$ cat config.mk
export PLATFORM = sky130hd
export DESIGN_NAME = serial_frame_tx
export DESIGN_NICKNAME = d
export VERILOG_FILES = /design/src/rtl/serial_frame_tx.sv
export SDC_FILE = /design/constraint.sdc
export NUM_CORES = 1
export LEC_CHECK = 0
export ABC_AREA = 1
export CAP_MARGIN = 15
export CORE_ASPECT_RATIO = 0.6
export CORE_MARGIN = 4
export CORE_UTILIZATION = 45
export CTS_CLUSTER_DIAMETER = 60
export CTS_CLUSTER_SIZE = 8
export DETAILED_ROUTE_END_ITERATION = 7
export PLACE_DENSITY = 0.67
export SLEW_MARGIN = 25
export SYNTH_ARGS = -nofsm -noshare
export SYNTH_HDL_FRONTEND = slang
export SYNTH_SLANG_ARGS = --single-unit
$ cat constraint.sdc
create_clock -name clk -period 9.1 [get_ports clk]
set_input_delay 1.365 -clock clk [delete_from_list [all_inputs] [get_ports clk]]
set_output_delay 1.365 -clock clk [all_outputs]
set_load 0.01 [all_outputs]
$ cat src/rtl/serial_frame_tx.sv
module serial_frame_tx (
  input  logic        clk,
  input  logic        rst_n,
  input  logic        bit_en,
  input  logic        start_evt,
  input  logic [7:0]  cfg_start_dly,
  input  logic [4:0]  cfg_word_len,
  input  logic [3:0]  cfg_word_cnt,
  input  logic [3:0]  cfg_sync_len,
  input  logic [3:0]  cfg_sync_ext,
  input  logic        cfg_msb_first,
  input  logic        cfg_sync_en,
  input  logic        cfg_dflt,
  input  logic        cfg_periodic,
  input  logic [7:0]  cfg_period,
  input  logic [31:0] sync_word,
  input  logic [31:0] tx_data,
  input  logic        tx_valid,
  output logic        tx_ready,
  output logic        td,
  output logic        fsync,
  output logic        underrun
);

  logic        active, done;
  logic [9:0]  k;
  logic [4:0]  j;
  logic [3:0]  w;
  logic [31:0] cur;

  logic [7:0]  stt_q, sl_q, period_q;
  logic [4:0]  wl_q;
  logic [3:0]  wc_q;
  logic        msb_q, sen_q, dflt_q, per_q;
  logic [31:0] sync_q;

  logic [9:0]  syncl, stt_x, total, data_end, nonper_len, per_len, flen;
  logic        in_sync, pre_data, data_now, last, load_cfg, take;
  logic        sync_bit, data_bit, next_td;
  logic [4:0]  bidx;
  logic [31:0] word_now;

  assign syncl      = 10'(sl_q) + 10'd1;
  assign stt_x      = 10'(stt_q);
  assign total      = (10'(wc_q) + 10'd1) * (10'(wl_q) + 10'd1);
  assign data_end   = stt_x + total;
  assign nonper_len = (syncl > data_end) ? syncl : data_end;
  assign per_len    = {1'b0, period_q, 1'b0} + 10'd2;
  assign flen       = per_q ? per_len : nonper_len;
  assign last       = (k == flen - 10'd1);

  assign in_sync  = k < syncl;
  assign pre_data = k < stt_x;
  assign data_now = active && !pre_data && !done;

  assign tx_ready = bit_en && data_now && (j == 5'd0);
  assign take     = tx_ready && tx_valid;
  assign word_now = (j == 5'd0) ? (take ? tx_data : cur) : cur;
  assign bidx     = msb_q ? (wl_q - j) : j;
  assign data_bit = word_now[bidx];

  always_comb begin
    if (!sen_q)               sync_bit = dflt_q;
    else if (k[9:5] == 5'd0)  sync_bit = sync_q[k[4:0]];
    else if (k[9:6] == 4'd0)  sync_bit = dflt_q;
    else                      sync_bit = tx_data[k[4:0]];
  end

  assign next_td  = pre_data ? (in_sync ? sync_bit : dflt_q)
                             : (done ? dflt_q : data_bit);

  assign load_cfg = bit_en && (active ? (last && per_q && cfg_periodic) : start_evt);

  always_ff @(posedge clk or negedge rst_n) begin
    if (!rst_n) begin
      stt_q <= '0; sl_q <= '0; period_q <= '0; wl_q <= '0; wc_q <= '0;
      msb_q <= 1'b0; sen_q <= 1'b0; dflt_q <= 1'b0; per_q <= 1'b0; sync_q <= '0;
    end else if (load_cfg) begin
      stt_q    <= cfg_start_dly;
      sl_q     <= {cfg_sync_ext, cfg_sync_len};
      period_q <= cfg_period;
      wl_q     <= cfg_word_len;
      wc_q     <= cfg_word_cnt;
      msb_q    <= cfg_msb_first;
      sen_q    <= cfg_sync_en;
      dflt_q   <= cfg_dflt;
      per_q    <= cfg_periodic;
      sync_q   <= sync_word;
    end
  end

  always_ff @(posedge clk or negedge rst_n) begin
    if (!rst_n) begin
      active <= 1'b0; done <= 1'b0; k <= '0; j <= '0; w <= '0; cur <= '0;
      td <= 1'b0; fsync <= 1'b0; underrun <= 1'b0;
    end else if (bit_en) begin
      if (!active) begin
        td    <= cfg_dflt;
        fsync <= 1'b0;
      end else begin
        td    <= next_td;
        fsync <= in_sync;
      end
      if (tx_ready && !tx_valid) underrun <= 1'b1;
      if (data_now && j == 5'd0) cur <= word_now;
      if (load_cfg) begin
        active <= 1'b1;
        k <= '0; j <= '0; w <= '0; done <= 1'b0;
      end else if (active) begin
        if (last) active <= 1'b0;
        else      k <= k + 10'd1;
        if (data_now) begin
          if (j == wl_q) begin
            j <= '0;
            if (w == wc_q) done <= 1'b1;
            else           w <= w + 4'd1;
          end else begin
            j <= j + 5'd1;
          end
        end
      end
    end
  end


  idle_level_chk: assert property (@(posedge clk) disable iff (!rst_n)
    (bit_en && !active) |=> (td == $past(cfg_dflt) && !fsync));


  hold_no_enable_chk: assert property (@(posedge clk) disable iff (!rst_n)
    !bit_en |=> ($stable(td) && $stable(fsync)));


  underrun_sticky_chk: assert property (@(posedge clk) disable iff (!rst_n)
    underrun |=> underrun);


  underrun_set_chk: assert property (@(posedge clk) disable iff (!rst_n)
    (tx_ready && !tx_valid) |=> underrun);


  start_opens_chk: assert property (@(posedge clk) disable iff (!rst_n)
    (bit_en && !active && start_evt) |=> (active && k == 10'd0));

endmodule

==> results by group, run 1 <==
Yosys
  • Avg Cell Area, Syn: 7.19 sq um
  • Flip-flop cell with the highest count after synthesis: sky130_fd_sc_hd__dfrtp_1
  • Flip-flop and latch count after synthesis: 125
  • Number of flops mapped to enable cells by yosys: 0
  • FFs w/ async S/R, synth: 1.00
  • Netlist Area Pre-Place: 9000 sq um
  • Post-Syn Nets: 1431
  • Count leader, synth: sky130_fd_sc_hd__nand2_1
  • Post-synth cell types: 46
  • Top post-synthesis cells by area: sky130_fd_sc_hd__dfrtp_1, sky130_fd_sc_hd__nand2_1, sky130_fd_sc_hd__ha_1, sky130_fd_sc_hd__inv_1, sky130_fd_sc_hd__nand3_1
  • Warning count from the yosys run: 0
  • Part of the Yosys area used for sequential elements: 0.348
  • Area leader, netlist: sky130_fd_sc_hd__dfrtp_1
  • Post-Syn Instances: 1252
  • Area share of the largest cell type after synthesis: 0.348
  • Commonest cells in the netlist: sky130_fd_sc_hd__nand2_1, sky130_fd_sc_hd__inv_1, sky130_fd_sc_hd__dfrtp_1

Job
  • # Max-Cap Violations: 0

Placement
  • Global placement routability congestion: 0.920
  • Estimated wirelength of the detail-placed design: 18800 um
  • Port buffer count: 109

Worst setup path
  • Beginning of the critical path: wl_q[0]
  • Maximum fanout count along the critical path: 34
  • Buf/Inv on CP: 10
  • Worst reg2reg path depth: 43
  • Critical path type: reg2reg
  • Worst Path Arrival: 8.22 ns
  • Instance count on the critical path: 43
  • Max stage delay on crit path: 0.77 ns
  • Dominant cell type by count on the critical path: sky130_fd_sc_hd__inv_1
  • Critical Path Slowest Stage Cell: sky130_fd_sc_hd__a21boi_4
  • Sort of element at the start of the critical path: flop
  • Data required time at the worst endpoint: 9.40 ns
  • Cell class contributing the biggest share of worst-path delay: adder cells
  • Critical path endpoint category: flop
  • Startpoint of the most critical register-to-register path: wl_q[0]

Clock network
  • Clock-pin slew on the worst setup and hold paths: 0.05 ns
  • Buffers from clock root to sink, at most: 2
  • Post-CTS setup buffer count: 0
  • Hold Buf Count CTS: 0
  • Count of H-tree levels built during CTS: 4
  • Buffer cell driving the clock tree root: sky130_fd_sc_hd__clkbuf_16
  • Sinks on the clock net: 125
  • CTS tree: yes
  • Num CTS Buffers: 17
  • Later-pin clock latency in the skew report: 0.42 ns
  • Number of gates resized after cts: 0

Detailed routing
  • Number of optimization iterations in the first detailed-route pass: 5
  • Total length of routed met2 wires: 10000 um
  • Number of design rule violations left after detail routing: 0
  • Mean routed wirelength per cell: 15.5 um
  • Number of nets with antenna violations after routing: 0
  • Top Layer Used: met4
  • Total wire length after detailed routing: 25300 um
  • Detailed-routed wire length on met3: 1870 um
  • Via count: 8377
  • Per-cell via count in the routed design: 5.14
  • Number of DRC markers in iteration 0: 621
  • Routed met1 length: 13100 um

STA
  • Max Clock Skew: 0.00945 ns
  • Final setup violating endpoints: 0
  • Slew headroom: 0.377
  • Min Tclk post-route: 7.92 ns
  • Final max-slew violation count: 0
  • Max frequency: 0.126 GHz
  • Hold violation total from the final report: 0
  • Post-route fraction of the period consumed by the critical path: 0.870
  • Setup repair after global routing missed its margin: false
  • Transition time of the tightest slew-check pin: 0.932 ns
  • Setup TNS after final layout: 0 ns

Die
  • Core footprint: 19300 sq um
  • Initial Utilization: 0.466
  • Width of the die: 191 um
  • Number of placed I/O pins: 110
  • # rows: 39
  • Area enclosed by the die boundary: 22400 sq um
  • Die Height: 118 um

Layout
  • Final-stage net count: 1531
  • Fraction of layout cells with a size suffix above 1: 0.0593
  • Relative area change from synthesis to final layout: 20.9%
  • Antenna Cells: 0

GRT
  • Maximum number of pins on one net before global-route repair: 69
  • GRT Resource Usage Total: 0.228
  • First-pass GRT wire length: 41500 um
  • Via count of the first global-routing pass: 7876
  • Remaining global-route overflow: 0
  • Antenna violations before repair: 0

Status
  • Outcome: finished clean

Worst hold path
  • Hold Path Cell Cnt: 2
  • Beginning of the worst hold path: cur[18]
  • Class of the worst hold path: reg2reg
## cell families after synthesis
family	Yosys count	share of synthesized area
multiplexers	1	0.00111
flip-flops	125	0.348
AND/OR/NAND/NOR	667	0.312
AO/OA/AOI/OAI	163	0.102
buffers and inverters	189	0.0861
XOR/XNOR	34	0.0331
adder cells (fa/ha/maj)	73	0.118
## layout by cell type, fill, tap and decap left out, types with 11 or more instances in the layout
cell                              count
sky130_fd_sc_hd__o21ai_0             84
sky130_fd_sc_hd__nand2_1            437
sky130_fd_sc_hd__clkbuf_16           17
sky130_fd_sc_hd__clkdlybuf4s50_1    108
sky130_fd_sc_hd__fa_1                20
sky130_fd_sc_hd__nand3_1             94
sky130_fd_sc_hd__dfrtp_1            125
sky130_fd_sc_hd__ha_1                53
sky130_fd_sc_hd__nor2_2              11
sky130_fd_sc_hd__inv_1              141
sky130_fd_sc_hd__nand4_1             12
sky130_fd_sc_hd__nor2_1              85
sky130_fd_sc_hd__a21oi_1             30
sky130_fd_sc_hd__buf_4               13
sky130_fd_sc_hd__xor2_1              28
## stage by stage
stage	util	hold slack, ns	instance area, sq um	cells	setup slack [ns]
after floorplan	-	0.437	9000	1252	2.58
after global placement	0.533	0.448	10300	1599	1.52
after detailed placement	0.533	0.454	10300	1599	1.34
after CTS	0.563	0.467	10900	1631	1.29
after global routing	0.563	0.476	10900	1631	0.606
final	0.563	0.466	10900	1631	1.18
## metal layers
metal / vias up / GRT usage
met5: - / 0
met4: 0 / 0.0417
met3: 23 / 0.0394
met2: 300 / 0.308
met1: 3859 / 0.380
li1: 4195 / -
## flip-flops by register name, summed over array words and instances, names as in the netlist
signal,cells
msb_q,1
underrun,1
sl_q,8
dflt_q,1
period_q,8
wl_q,5
w,4
k,10
active,1
per_q,1
td,1
sen_q,1
wc_q,4
done,1
sync_q,32
cur,32
fsync,1
stt_q,8
j,5
## worst paths after layout
kind | endpoint | slack (ns)
worst min register to register | cur[18] | 0.47
worst max register to register | period_q[4] | 1.18
min in group asynchronous | cur[24] | 1.00
max in group asynchronous | per_q | 6.68
worst max-delay path | period_q[4] | 1.18
worst min-delay path | cur[18] | 0.47
## tightest hold or removal path, delay by kind of cell, from the launching register on
kind | cells | cell delay [ns]
simple gates | 2 | 0.12
flops | 1 | 0.31
## area by class of cell
| class | instances | area (sq um) |
|---|---|---|
| Clock inverter | 11 | 143 |
| Tap cell | 266 | 333 |
| Clock buffer | 21 | 440 |
| Timing Repair Buffer | 121 | 1180 |
| Inverter | 149 | 559 |
| Fill cell | 1876 | 8450 |
| Multi-Input combinational cell | 938 | 5090 |
| Sequential cell | 125 | 3130 |
Power of run 1 is left out: the tool's default activity adds up to more than one toggle a clock period on the data nets, which glitch-free logic cannot reach.
==> inputs of run 2 (changes only) <==
CTS_CLUSTER_SIZE = 28   (was 8)
==> results of run 2 <==
The final DEF is identical to that of run 1; final timing and power are the same.
Power of run 2 is left out for the same reason.
